`config.mk`:
```
export PLATFORM = sky130hd
export DESIGN_NAME = wrrd_cutoff_ctrl
export DESIGN_NICKNAME = d
export VERILOG_FILES = /design/src/rtl/wrrd_pkg.sv /design/src/rtl/wrrd_wburst.sv /design/src/rtl/wrrd_rsched.sv /design/src/rtl/wrrd_maskgen.sv /design/src/rtl/wrrd_cutoff_ctrl.sv
export SDC_FILE = /design/constraint.sdc
export NUM_CORES = 1
export LEC_CHECK = 0
export BUFFER_PORTS_ARGS = -buffer_cell sky130_fd_sc_hd__buf_4
export CAP_MARGIN = 15
export CORE_ASPECT_RATIO = 1.1
export CORE_UTILIZATION = 52
export CTS_BUF_LIST = sky130_fd_sc_hd__clkbuf_8
export CTS_CLUSTER_DIAMETER = 60
export DETAILED_ROUTE_END_ITERATION = 8
export GPL_ROUTABILITY_DRIVEN = 0
export MAX_ROUTING_LAYER = met4
export PLACE_DENSITY = 0.95
export SLEW_MARGIN = 20
export SYNTH_ARGS = -nofsm -noshare
export SYNTH_HDL_FRONTEND = slang
export SYNTH_SLANG_ARGS = --single-unit
```
`constraint.sdc`:
```
create_clock -name clk -period 3.6 [get_ports clk]
set_input_delay 0.72 -clock clk [delete_from_list [all_inputs] [get_ports clk]]
set_output_delay 0.72 -clock clk [all_outputs]
set_load 0.02 [all_outputs]
```
`src/rtl/wrrd_pkg.sv`:
```
package wrrd_pkg;

  typedef enum logic [1:0] {
    CMD_NOP   = 2'd0,
    CMD_WRITE = 2'd1,
    CMD_READ  = 2'd2
  } wrrd_cmd_e;

  // Data clocks (word pairs) per burst for a burst length code.
  function automatic logic [2:0] bl_clocks(input logic [1:0] code);
    case (code)
      2'd0:    return 3'd1;
      2'd1:    return 3'd2;
      default: return 3'd4;
    endcase
  endfunction

  // True when an issue seen k clocks ago lands in the read data window.
  function automatic bit in_read_window(input int k, input int cl, input int n);
    return (k >= cl) && (k < cl + n);
  endfunction

endpackage

```
`src/rtl/wrrd_wburst.sv`:
```
// Write burst tracker: counts the data clocks left in the burst and the
// last-data-to-read gap that follows it.
module wrrd_wburst
  import wrrd_pkg::*;
#(
  parameter int CDLR = 1
) (
  input  logic       clk,
  input  logic       rst_n,
  input  logic       wr_issue,
  input  logic       cut,
  input  logic [1:0] bl_code,
  output logic       data_active,
  output logic       two_left,
  output logic       gap_clear
);
  localparam int GAP_W = (CDLR < 2) ? 1 : $clog2(CDLR + 1);

  logic [2:0]       wcnt;
  logic [GAP_W-1:0] gap;

  always_ff @(posedge clk) begin
    if (!rst_n) begin
      wcnt <= '0;
      gap  <= '0;
    end else begin
      if (wr_issue)          wcnt <= bl_clocks(bl_code);
      else if (cut)          wcnt <= '0;          // rest of burst dropped
      else if (wcnt != 3'd0) wcnt <= wcnt - 3'd1;

      if (wcnt == 3'd1 && !cut) gap <= GAP_W'(CDLR - 1);  // gap
      else if (gap != '0)       gap <= gap - 1'b1;
    end
  end

  always_comb begin
    data_active = (wcnt != 3'd0);
    two_left    = (wcnt >= 3'd2);
    gap_clear   = (wcnt == 3'd0) && (gap == '0);
  end

endmodule

```
`src/rtl/wrrd_rsched.sv`:
```
// Read scheduler: decides one clock ahead, so the pre-read word can be masked.
module wrrd_rsched
  import wrrd_pkg::*;
#(
  parameter int CL_W  = 3,
  parameter int CNT_W = 4,
  parameter int DEPTH = 11
) (
  input  logic            clk,
  input  logic            rst_n,
  input  logic            rd_req,
  input  logic            intr_en,
  input  logic            two_left,
  input  logic            gap_clear,
  input  logic [CL_W-1:0] cl,
  input  logic [1:0]      bl_code,
  output logic            rd_decide,
  output logic            rd_intr,
  output logic            rd_issue,
  output logic            rd_cut,
  output logic            wr_block,
  output logic            rd_window
);
  logic [2:0]       n_now;
  logic [2:0]       hold;
  logic             rd_go;
  logic             cut_q;
  logic [CNT_W-1:0] busy;
  logic [CL_W-1:0]  cl_q;
  logic [2:0]       n_q;
  logic [DEPTH:1]   hist;
  logic             intr_path;

  always_comb begin
    n_now     = bl_clocks(bl_code);
    intr_path = intr_en && two_left;
    rd_decide = rd_req && (hold == 3'd0) && !rd_go && (intr_path || gap_clear);
    rd_intr   = rd_decide && intr_path;
  end

  always_ff @(posedge clk) begin
    if (!rst_n) begin
      hold  <= '0;
      rd_go <= 1'b0;
      cut_q <= 1'b0;
      busy  <= '0;
      cl_q  <= '0;
      n_q   <= '0;
      hist  <= '0;
    end else begin
      rd_go <= rd_decide;
      cut_q <= rd_intr;
      hist  <= {hist[DEPTH-1:1], rd_go};
      if (rd_decide) begin
        hold <= n_now - 3'd1;                                  // spacing
        busy <= CNT_W'(cl) + CNT_W'(n_now);                    // turnaround
        cl_q <= cl;
        n_q  <= n_now;
      end else begin
        if (hold != 3'd0) hold <= hold - 3'd1;
        if (busy != '0)   busy <= busy - 1'b1;
      end
    end
  end

  always_comb begin
    rd_window = 1'b0;
    for (int k = 1; k <= DEPTH; k++) begin
      if (hist[k] && in_read_window(k, int'(cl_q), int'(n_q))) rd_window = 1'b1;
    end
  end

  assign rd_issue = rd_go;
  assign rd_cut   = cut_q;
  assign wr_block = rd_req || rd_go || (busy != '0);

  // two READ commands never sit in adjacent clocks
  a_r10_no_adjacent_reads: assert property (@(posedge clk) disable iff (!rst_n)
    rd_issue |=> !rd_issue);

endmodule

```
`src/rtl/wrrd_maskgen.sv`:
```
// Data path: drives the words and merges the forced masks around a cut.
module wrrd_maskgen #(
  parameter int LANES  = 2,
  parameter int WORD_W = 16
) (
  input  logic                  data_active,
  input  logic                  wr_issue,
  input  logic                  rd_intr,
  input  logic                  rd_cut,
  input  logic [2*WORD_W-1:0]   wr_words,
  input  logic [2*LANES-1:0]    wr_mask_in,
  output logic [2*WORD_W-1:0]   dq_out,
  output logic [2*LANES-1:0]    dm_out,
  output logic                  dq_oe,
  output logic                  dqs_oe,
  output logic                  wr_take
);
  for (genvar s = 0; s < 2; s++) begin : g_slot
    logic force_m;
    // word 1 before the read and both words in the read clock
    assign force_m = rd_cut | ((s == 1) ? rd_intr : 1'b0);
    assign dm_out[s*LANES +: LANES] = data_active ?
             (wr_mask_in[s*LANES +: LANES] | {LANES{force_m}}) : '0;
    assign dq_out[s*WORD_W +: WORD_W] = data_active ?
             wr_words[s*WORD_W +: WORD_W] : '0;
  end

  assign dq_oe   = data_active;
  assign dqs_oe  = data_active | wr_issue;   // preamble in the command clock
  assign wr_take = data_active;

endmodule

```
`src/rtl/wrrd_cutoff_ctrl.sv`:
```
module wrrd_cutoff_ctrl
  import wrrd_pkg::*;
#(
  parameter int LANES  = 2,
  parameter int BYTE_W = 8,
  parameter int CL_W   = 3,
  parameter int CDLR   = 1
) (
  input  logic                        clk,
  input  logic                        rst_n,
  input  logic                        wr_req,
  input  logic                        rd_req,
  input  logic                        intr_en,
  input  logic [1:0]                  cfg_bl,
  input  logic [CL_W-1:0]             cfg_cl,
  input  logic [2*LANES*BYTE_W-1:0]   wr_words,
  input  logic [2*LANES-1:0]          wr_mask_in,
  output logic [1:0]                  cmd_out,
  output logic                        wr_take,
  output logic [2*LANES*BYTE_W-1:0]   dq_out,
  output logic [2*LANES-1:0]          dm_out,
  output logic                        dq_oe,
  output logic                        dqs_oe,
  output logic                        rd_window
);
  localparam int WORD_W = LANES * BYTE_W;
  localparam int CL_MAX = (1 << CL_W) - 1;
  localparam int DEPTH  = CL_MAX + 4;
  localparam int CNT_W  = $clog2(DEPTH + 1);

  logic data_active, two_left, gap_clear;
  logic rd_decide, rd_intr, rd_issue, rd_cut, wr_block;
  logic wr_issue;

  assign wr_issue = wr_req && !wr_block && !data_active;

  always_comb begin
    if (wr_issue)      cmd_out = CMD_WRITE;
    else if (rd_issue) cmd_out = CMD_READ;
    else               cmd_out = CMD_NOP;
  end

  wrrd_wburst #(.CDLR(CDLR)) u_wburst (
    .clk(clk), .rst_n(rst_n), .wr_issue(wr_issue), .cut(rd_cut),
    .bl_code(cfg_bl), .data_active(data_active), .two_left(two_left),
    .gap_clear(gap_clear)
  );

  wrrd_rsched #(.CL_W(CL_W), .CNT_W(CNT_W), .DEPTH(DEPTH)) u_rsched (
    .clk(clk), .rst_n(rst_n), .rd_req(rd_req), .intr_en(intr_en),
    .two_left(two_left), .gap_clear(gap_clear), .cl(cfg_cl), .bl_code(cfg_bl),
    .rd_decide(rd_decide), .rd_intr(rd_intr), .rd_issue(rd_issue),
    .rd_cut(rd_cut), .wr_block(wr_block), .rd_window(rd_window)
  );

  wrrd_maskgen #(.LANES(LANES), .WORD_W(WORD_W)) u_maskgen (
    .data_active(data_active), .wr_issue(wr_issue), .rd_intr(rd_intr),
    .rd_cut(rd_cut), .wr_words(wr_words), .wr_mask_in(wr_mask_in),
    .dq_out(dq_out), .dm_out(dm_out), .dq_oe(dq_oe), .dqs_oe(dqs_oe),
    .wr_take(wr_take)
  );

  // a READ never follows a WRITE in the next clock
  a_r3_no_read_after_write: assert property (@(posedge clk) disable iff (!rst_n)
    (cmd_out == CMD_READ) |-> ($past(cmd_out) != CMD_WRITE));

  // a READ that lands inside a driven burst carries a full mask
  a_r4_read_clock_masked: assert property (@(posedge clk) disable iff (!rst_n)
    (cmd_out == CMD_READ && dq_oe) |-> (&dm_out));

  // once a read cuts the burst, drive stops the next clock
  a_r5_cut_stops_drive: assert property (@(posedge clk) disable iff (!rst_n)
    (cmd_out == CMD_READ && dq_oe) |=> (!dq_oe && !dqs_oe && !wr_take));

  // buses are released during read data and one clock ahead of it
  a_r6_no_drive_in_window: assert property (@(posedge clk) disable iff (!rst_n)
    rd_window |-> (!dq_oe && !dqs_oe));
  a_r6_released_early: assert property (@(posedge clk) disable iff (!rst_n)
    $rose(rd_window) |-> (!$past(dq_oe) && !$past(dqs_oe)));

  // no WRITE while read data is returning
  a_r9_no_write_in_window: assert property (@(posedge clk) disable iff (!rst_n)
    rd_window |-> (cmd_out != CMD_WRITE));

endmodule

```
==> flow_summary.yaml, run 1 <==
status:
  outcome: "finished clean"
clocking:
  clk-insertion-delay-late_ns: 0.28
  clock_sinks: 30
  clockBufferDepth: 2
  path_clk_slew_ns: 0.06
  cts-resized-gates: 0
  post_cts_buffers: 0
  cts_tree: "done"
  holdBufCountCts: 0
  cts_root_buf: "clkbuf_8"
  cts_inserted_buffers: 5
  htreeDepth: 2
floorplanning:
  initial_core_util: 0.554
  core-area_mm2: 0.00339
  dieArea_mm2: 0.00385
  rows: 22
  die_h_um: 65.0
  ios: 88
  die_x_um: 59.2
synth:
  avgSynthCellArea_um2: 8.33
  seq_area_frac_synth: 0.320
  synth_seq_cells: 30
  async_flop_share: 0
  synth_edf_count: 0
  yosysTopAreaCellShare: 0.320
  synth_area_leaders: "dfxtp_1, and2_1, ha_1"
  synthCells: 225
  syn_area_mm2: 0.00187
  yosysTopAreaCell: "dfxtp_1"
  synth_nets: 284
  synth_cell_type_count: 48
  synth_flop_cell: "dfxtp_1"
  yosys_warnings: 0
routing:
  routedWlPerCell_um: 14.1
  drtAntennaViolNets: 0
  highest_layer: "met4"
  drc: 0
  routed-wl-met2_mm: 2.72
  avgViaCountPerCell: 5.34
  drt-initial-drc-count: 92
  dr_total_vias: 1892
  wl_met3_um: 303
  wl_met1_mm: 1.81
  drt_pass1_iterations: 4
  totalWireLength_mm: 4.98
cells_and_area:
  fin_util: 0.770
  area_growth_pct: 39.1
  nets: 364
  drive_gt1_frac: 0.333
  n_antenna_cell: 0
power_and_ir_drop:
  powerDensity_mw_per_mm2: 752
  switching_share: 0.445
  ir_worst_vdd_uv: 610
  leakage_nw: 1.24
  switching_power_mw: 0.872
  seqPwrFrac: 0.229
  p_clk_frac: 0.143
  combPwrFrac: 0.628
  internal-power_mw: 1.09
timing:
  rsz0062_at_grt: "false"
  fmax_mhz: 310
  final.setup.tns_ns: 0
  slew_violations: 0
  worst_pin_slew_ns: 0.622
  setup_viol_count_final: 0
  fin_crit_ns: 3.22
  finalCritPeriodShare: 0.896
  finalClockSkew_ns: 0.00493
  hold_viol: 0
  maxSlewHeadroom: 0.584
worst_hold_path:
  min_path_type: "reg -> reg"
global_route:
  grt_pass1_wl_mm: 7.91
  grt_overflow_total: 0
  grt_max_degree: 39
  grt_pass1_vias: 1925
  grt_usage: 0.288
  antenna_found_initial: 0
worst_setup_path:
  slowest_stage: "fa_1"
  startpoint_type: "register"
  max_stage_delay_ns: 0.53
  crit_path_max_fanout: 5
  worstSetupPathType: "reg -> out"
  crit_chain: "ha_1, inv_1, fa_1, nand2b_1, a2111oi_0, a41o_1, o211ai_1, buf_4"
  required_ns: 2.88
  cp-end-kind: "primary output"
  critPathArrivalTime_ns: 2.50
place:
  io_buffers: 87
  dp_hpwl_mm: 3.97
run:
  maxCapViolations: 0
[power groups by stage]
| stage | Clock, mW | Sequential (mW) | Combinational [mW] |
|---|---|---|---|
| 4_1_cts | 0.286 | 0.448 | 1.24 |
| 6_report | 0.280 | 0.450 | 1.23 |
| 2_1_floorplan | 0 | 0.438 | 0.847 |
| 3_3_place_gp | 0 | 0.450 | 1.20 |
| 5_1_grt | 0.303 | 0.459 | 1.33 |
| 3_5_place_dp | 0 | 0.454 | 1.22 |
[final cells by class]
type	instances	area, µm²
Sequential cell	30	601
Tap cell	48	60.1
Timing Repair Buffer	87	653
Multi-Input combinational cell	167	1150
Clock inverter	2	12.5
Fill cell	242	778
Clock buffer	6	82.6
Inverter	14	52.6
[stage by stage]
stage	worst slack [ns]	area [µm²]	instances	hold WS [ns]	total power [mW]
after floorplan	0.961	1870	225	0.415	1.29
after global placement	0.847	2510	346	0.427	1.65
after detailed placement	0.744	2510	346	0.438	1.68
after CTS	0.446	2610	354	0.454	1.97
after global routing	0.254	2610	354	0.489	2.09
final	0.376	2610	354	0.463	1.96
[placed cells by master, fill, tap and decap left out, types with 2 or more instances in the layout]
cell | Yosys | final
fa_1 | 2 | 2
dfxtp_1 | 30 | 30
o21ai_0 | 2 | 2
o21ai_1 | 3 | 3
o21a_1 | 3 | 3
a21boi_1 | 7 | 7
a21boi_0 | 4 | 4
and2_1 | 45 | 45
xor2_1 | 2 | 2
nand2_1 | 16 | 16
ha_1 | 11 | 11
xnor2_1 | 3 | 3
inv_1 | 13 | 13
o21bai_1 | 3 | 3
nor3_1 | 6 | 6
buf_4 | 2 | 87
or3_1 | 2 | 2
a21o_1 | 2 | 2
nand2b_1 | 5 | 5
nor2_1 | 14 | 14
a2111oi_0 | 2 | 2
nor2b_1 | 5 | 5
a211o_1 | 3 | 3
a21oi_1 | 6 | 6
clkbuf_8 | 0 | 6
a2bb2oi_1 | 2 | 2
[synth_stat cells, types with 2 or more instances]
library cell   n
a21oi_1        6
dfxtp_1       30
a2111oi_0      2
o21bai_1       3
a211o_1        3
a21boi_0       4
clkbuf_1       9
xnor2_1        3
a2bb2oi_1      2
o21a_1         3
fa_1           2
nand2_1       16
xor2_1         2
nor3_1         6
nor2b_1        5
nor2_1        14
buf_6          2
a21boi_1       7
buf_4          2
or3_1          2
inv_1         13
ha_1          11
nand2b_1       5
o21ai_0        2
a21o_1         2
o21ai_1        3
and2_1        45
[worst max-delay path: cells and delay by family, from the launching register on]
kind                     cells  cell delay, ns
AO/OA/AOI/OAI                3            0.77
adder cells (fa/ha/maj)      2            0.74
buffers and inverters        2            0.23
flip-flops                   1            0.40
AND/OR/NAND/NOR              1            0.08
[path summary, 6_finish.rpt]
kind                         start                to  slack, ns  cells after the start
setup / recovery  u_rsched.cl_q[0]         rd_window       0.38                      8
hold / removal    u_rsched.hold[0]  u_rsched.hold[0]       0.46                      1
setup reg to reg  u_wburst.wcnt[1]  u_rsched.hold[2]       1.23                      8
hold reg to reg   u_rsched.hold[0]  u_rsched.hold[0]       0.46                      1
[routing by layer]
metal	track usage	up-vias
met1	0.267	889
met5	-	-
met2	0.525	81
li1	-	907
met4	0.152	0
met3	0.0758	15
[sequential cells by signal, summed over array words and instances (netlist names)]
signal             cells
u_rsched.hold          3
u_rsched.rd_cut        1
u_rsched.rd_issue      1
u_rsched.cl_q          3
u_rsched.busy          4
u_rsched.n_q           3
u_wburst.wcnt          3
u_wburst.gap           1
u_rsched.hist         11
[kinds of logic after synthesis]
logic type / after synthesis / synth area share
fa+ha+maj: 13 / 0.0948
flops: 30 / 0.320
simple gates: 100 / 0.295
other cells: 1 / 0.00200
compound gates: 48 / 0.196
buf+inv: 28 / 0.0681
xor+xnor: 5 / 0.0234
No activity file was read; power rests on OpenSTA's default activity.
==> run 2, diff against run 1 <==
--- a/config.mk
+++ b/config.mk
@@ -5,10 +5,11 @@
 export SDC_FILE = /design/constraint.sdc
 export NUM_CORES = 1
 export LEC_CHECK = 0
+export ABC_AREA = 1
 export BUFFER_PORTS_ARGS = -buffer_cell sky130_fd_sc_hd__buf_4
 export CAP_MARGIN = 15
 export CORE_ASPECT_RATIO = 1.1
-export CORE_UTILIZATION = 52
+export CORE_UTILIZATION = 53
 export CTS_BUF_LIST = sky130_fd_sc_hd__clkbuf_8
 export CTS_CLUSTER_DIAMETER = 60
 export DETAILED_ROUTE_END_ITERATION = 8
@@ -19,3 +20,4 @@
 export SYNTH_ARGS = -nofsm -noshare
 export SYNTH_HDL_FRONTEND = slang
 export SYNTH_SLANG_ARGS = --single-unit
+export TNS_END_PERCENT = 30
==> run 2 against run 1 <==
  * Flip-flop and latch count stayed put
  * Die area is 8.1% higher
  * Synthesized cell count is 50% higher
  * Sequential power is 2% lower
  * Design area is 8.8% higher
  * Clock-buffer cell count stayed put
  * First-iteration DRC count is 3.3% lower
  * Critical path type unchanged
  * Critical endpoint unchanged
  * Largest cell class unchanged
  * Largest power group unchanged
==> flow_summary.yaml, run 2 <==
synth:
  synth_most_common_cell: "inv_1"
  async_flop_share: 0
  synthCells: 337
  synth_edf_count: 0
  synth_area_leaders: "dfxtp_1, inv_1, nand2_1"
  syn_area_mm2: 0.00207
  synth_nets: 396
  seq_area_frac_synth: 0.290
  synth_cell_type_count: 29
  yosysTopAreaCell: "dfxtp_1"
  yosys_warnings: 0
  yosysTopAreaCellShare: 0.290
  synth_flop_cell: "dfxtp_1"
  avgSynthCellArea_um2: 6.14
  synth_seq_cells: 30
  ys_top_cells_by_count: "inv_1, nand2_1, nor2_1"
worst_setup_path:
  required_ns: 2.88
  startpoint_type: "register"
  crit_path_max_fanout: 5
  slowest_stage: "fa_1"
  critPathArrivalTime_ns: 2.23
  max_stage_delay_ns: 0.52
  crit_top_cell: "nand2_1"
  crit_chain: "ha_1, inv_1, fa_1, inv_1, nand2_1, nand3_1, nand2_1, inv_1, nor2_1, nand2_1, nand2_1, nand3_1, buf_4"
  cp-end-kind: "primary output"
  worstSetupPathType: "reg -> out"
floorplanning:
  ios: 88
  core-area_mm2: 0.00368
  initial_core_util: 0.562
  die_x_um: 61.6
  rows: 23
  dieArea_mm2: 0.00416
  die_h_um: 67.5
cells_and_area:
  final_cells: 470
  layout.cells.most_common_list: "buf_4, inv_1, nand2_1"
  layout.cells.most_common: "buf_4"
  fill_cells: 285
  fin_area_mm2: 0.00284
  largest_register_ffs: 11
  drive_gt1_frac: 0.293
  nets: 479
  regMostFlops: "u_rsched.hist"
  area_growth_pct: 37.1
  n_antenna_cell: 0
  top_regs: "u_rsched.hist x11, u_rsched.busy x4"
clocking:
  holdBufCountCts: 0
  clockBufferDepth: 2
  cts_root_buf: "clkbuf_8"
  cts-resized-gates: 0
  cts_inserted_buffers: 5
  htreeDepth: 2
  clk-insertion-delay-late_ns: 0.28
  path_clk_slew_ns: 0.06
  post_cts_buffers: 0
  cts_tree: "done"
  clock_sinks: 30
timing:
  finalCritPeriodShare: 0.820
  worst_pin_slew_ns: 0.586
  fmax_mhz: 339
  maxSlewHeadroom: 0.609
  slew_violations: 0
  fin_crit_ns: 2.95
  setup_viol_count_final: 0
  finalClockSkew_ns: 0.00630
  final.setup.tns_ns: 0
  rsz0062_at_grt: "false"
  hold_viol: 0
global_route:
  grt_usage: 0.287
  grt_pass1_wl_mm: 8.62
  grt_pass1_vias: 2030
  antenna_found_initial: 0
  grt_overflow_total: 0
  grt_max_degree: 38
place:
  dp.cells: 463
  place_area_mm2: 0.00272
  io_buffers: 87
  dp_hpwl_mm: 4.09
routing:
  drt-initial-drc-count: 89
  totalWireLength_mm: 5.36
  drtAntennaViolNets: 0
  drt_pass1_iterations: 4
  routedWlPerCell_um: 11.4
  avgViaCountPerCell: 4.58
  drc: 0
  dr_total_vias: 2154
power_and_ir_drop:
  power.total_mw: 2.03
  leakage_nw: 1.75
  powerDensity_mw_per_mm2: 715
  ir_worst_vdd_uv: 497
status:
  outcome: "finished clean"
worst_hold_path:
  min_path_type: "reg -> reg"
run:
  maxCapViolations: 0
[run 2: kinds of logic (layout without fill, tap and decap cells)]
family | after synthesis | in the layout | share of synthesized area
other cells | 1 | 1 | 0.00181
simple gates | 162 | 162 | 0.330
xor+xnor | 4 | 4 | 0.0169
buf+inv | 99 | 182 | 0.190
compound gates | 28 | 28 | 0.0852
flops | 30 | 30 | 0.290
fa+ha+maj | 13 | 13 | 0.0859
[run 2: worst paths after layout]
| check | startpoint | to | cells after the start | slack, ns |
|---|---|---|---|---|
| min reg2reg | u_rsched.hist[5] | u_rsched.hist[6] | 2 | 0.43 |
| max reg2reg | u_wburst.wcnt[0] | u_rsched.hold[2] | 12 | 1.75 |
| max | u_rsched.cl_q[0] | rd_window | 13 | 0.65 |
| min | u_rsched.hist[5] | u_rsched.hist[6] | 2 | 0.43 |
[run 2: per-layer routing]
layer | global-route usage | vias to the layer above | wire (µm)
met4 | 0.100 | 0 | 117
li1 | - | 1133 | -
met5 | - | - | 0
met1 | 0.310 | 947 | 2150
met2 | 0.505 | 59 | 2800
met3 | 0.0690 | 15 | 289
[run 2: through the flow]
| step | utilization | setup slack (ns) | hold WS [ns] |
|---|---|---|---|
| after floorplan | - | 1.16 | 0.413 |
| after global placement | 0.739 | 1.08 | 0.420 |
| after detailed placement | 0.739 | 0.946 | 0.425 |
| after CTS | 0.770 | 0.642 | 0.434 |
| after global routing | 0.770 | 0.408 | 0.442 |
| final | 0.770 | 0.647 | 0.434 |
[run 2: critical path: cells and delay by family (launching register included)]
family        cells  cell delay (ns)
simple gates      7             0.52
buf+inv           4             0.33
flops             1             0.39
fa+ha+maj         2             0.71
[run 2: cell type report]
| type | instances | area, µm² | share of cell area |
|---|---|---|---|
| Clock inverter | 1 | 30.0 | 0.0106 |
| Inverter | 88 | 333 | 0.117 |
| Sequential cell | 30 | 601 | 0.212 |
| Clock buffer | 6 | 82.6 | 0.0291 |
| Multi-Input combinational cell | 208 | 1070 | 0.379 |
| Timing Repair Buffer | 87 | 653 | 0.230 |
| Tap cell | 50 | 62.6 | 0.0221 |
[run 2: where the power goes]
part | internal (mW) | switching, mW
Sequential | 0.394 | 0.0456
Clock | 0.221 | 0.126
Combinational | 0.473 | 0.768
==> run 3, diff against run 2 <==
--- a/config.mk
+++ b/config.mk
@@ -9,13 +9,13 @@
 export BUFFER_PORTS_ARGS = -buffer_cell sky130_fd_sc_hd__buf_4
 export CAP_MARGIN = 15
 export CORE_ASPECT_RATIO = 1.1
-export CORE_UTILIZATION = 53
+export CORE_UTILIZATION = 45
 export CTS_BUF_LIST = sky130_fd_sc_hd__clkbuf_8
 export CTS_CLUSTER_DIAMETER = 60
 export DETAILED_ROUTE_END_ITERATION = 8
 export GPL_ROUTABILITY_DRIVEN = 0
 export MAX_ROUTING_LAYER = met4
-export PLACE_DENSITY = 0.95
+export PLACE_DENSITY = 0.87
 export SLEW_MARGIN = 20
 export SYNTH_ARGS = -nofsm -noshare
 export SYNTH_HDL_FRONTEND = slang
==> constraint.sdc (replaced) <==
create_clock -name clk -period 2.56 [get_ports clk]
set_input_delay 0.512 -clock clk [delete_from_list [all_inputs] [get_ports clk]]
set_output_delay 0.512 -clock clk [all_outputs]
set_load 0.02 [all_outputs]
==> run 3 against run 2 <==
  * The run now ends with negative setup slack left
  * Register-to-register slack got worse by 0.95 ns
  * Flip-flop and latch count did not move
  * Clock-buffer cell count unchanged
  * Critical path depth is 1 lower
  * Critical path type unchanged
  * Largest cell class unchanged
==> flow_summary.yaml, run 3 (synthesis gave the netlist of run 2 again) <==
floorplanning:
  core-area_mm2: 0.00435
  die_h_um: 73.1
  initial_core_util: 0.476
  rows: 25
  die_x_um: 66.7
  ios: 88
  dieArea_mm2: 0.00487
timing:
  fin_ws_ns: -0.0827
  rsz0062_at_grt: "true"
  fmax_mhz: 378
  finalClockSkew_ns: 0.00627
  finalCritPeriodShare: 1.03
  setup_viol_count_final: 1
  slew_violations: 0
  hold_ws_ns: 0.440
  fin_crit_ns: 2.64
  hold_viol: 0
clocking:
  htreeDepth: 2
  cts_tree: "done"
  cts_inserted_buffers: 5
  clockBufferDepth: 2
  clk-insertion-delay-late_ns: 0.29
  clock_sinks: 30
  cts_root_buf: "clkbuf_8"
  path_clk_slew_ns: 0.07
  holdBufCountCts: 0
worst_setup_path:
  startpoint_type: "register"
  critPathArrivalTime_ns: 2.13
  worstSetupPathType: "reg -> out"
  crit_path_max_fanout: 3
  required_ns: 2.05
  cp-end-kind: "primary output"
routing:
  drtAntennaViolNets: 0
  routedWlPerCell_um: 11.3
  drt_pass1_iterations: 4
  dr_total_vias: 2213
  drc: 0
  avgViaCountPerCell: 4.62
  drt-initial-drc-count: 71
  totalWireLength_mm: 5.42
global_route:
  grt_pass1_vias: 2175
  grt_overflow_total: 0
  grt_pass1_wl_mm: 9.23
  antenna_found_initial: 0
  grt_usage: 0.254
  grt_max_degree: 27
cells_and_area:
  n_antenna_cell: 0
  top_regs: "u_rsched.hist x11, u_rsched.busy x4"
  area_growth_pct: 39.9
  layout.cells.most_common_list: "buf_4, inv_1, nand2_1"
  layout.cells.most_common: "buf_4"
  largest_register_ffs: 11
  nets: 483
  regMostFlops: "u_rsched.hist"
  drive_gt1_frac: 0.327
place:
  dp_hpwl_mm: 4.11
  pre_cts_slack_ns: 0.141
  io_buffers: 87
power_and_ir_drop:
  leakage_nw: 1.79
  ir_worst_vdd_uv: 865
  powerDensity_mw_per_mm2: 973
worst_hold_path:
  min_path_type: "reg -> reg"
run:
  maxCapViolations: 0
status:
  outcome: "finished, violations left"
  failed_checks: "negative setup slack"
## run 3: worst max-delay path, cell delays in order, from the launching register on
cell     delay (ns)
dfxtp_2        0.36
ha_4           0.14
inv_2          0.03
fa_2           0.55
buf_4          0.11
nand2_1        0.05
nand3_1        0.08
nand2_1        0.05
nand2_1        0.07
nand2_1        0.07
nor2_2         0.12
nand3_2        0.08
buf_6          0.13
## run 3: routing by layer
layer	track usage	wire [µm]
met1	0.272	2170
met2	0.440	2880
met3	0.0594	210
met4	0.113	161
met5	-	0
## run 3: report_power, final
group,total (mW),internal (mW),switching (mW)
logic,1.81,0.710,1.10
clock network,0.391,0.212,0.178
registers,0.618,0.557,0.0615
## run 3: layout make-up
type | instances | area [µm²]
tap | 54 | 67.6
timing repair buffer | 91 | 687
clock buffer | 6 | 82.6
fill | 370 | 1450
multi-input combinational | 208 | 1110
clock inverter | 2 | 8.76
sequential | 30 | 604
inverter | 88 | 333
## run 3: final timing paths
kind	start	slack (ns)	end	cells after the start
worst max-delay path	u_rsched.n_q[0]	-0.08	rd_window	12
worst min-delay path	u_rsched.hist[8]	0.44	u_rsched.hist[9]	2
worst max register to register	u_wburst.wcnt[0]	0.80	u_rsched.hold[2]	13
worst min register to register	u_rsched.hist[8]	0.44	u_rsched.hist[9]	2
## run 3: metrics by stage
stage	util	cell area (µm²)	power (mW)	instances	setup TNS [ns]
final	0.666	2900	2.82	479	-0.0827
after floorplan	-	2070	1.79	337	0
after global placement	0.629	2740	2.31	468	0
after global routing	0.666	2900	3.02	479	-0.206
after detailed placement	0.629	2740	2.37	468	0
after CTS	0.662	2880	2.81	479	-0.0943
## run 3: timing repair
action / 4_1_cts / 5_1_grt
pin swaps: 4 / 4
buffers inserted: 3 / 0
gates resized for setup: 8 / 7
setup endpoints to repair: 1 / 1
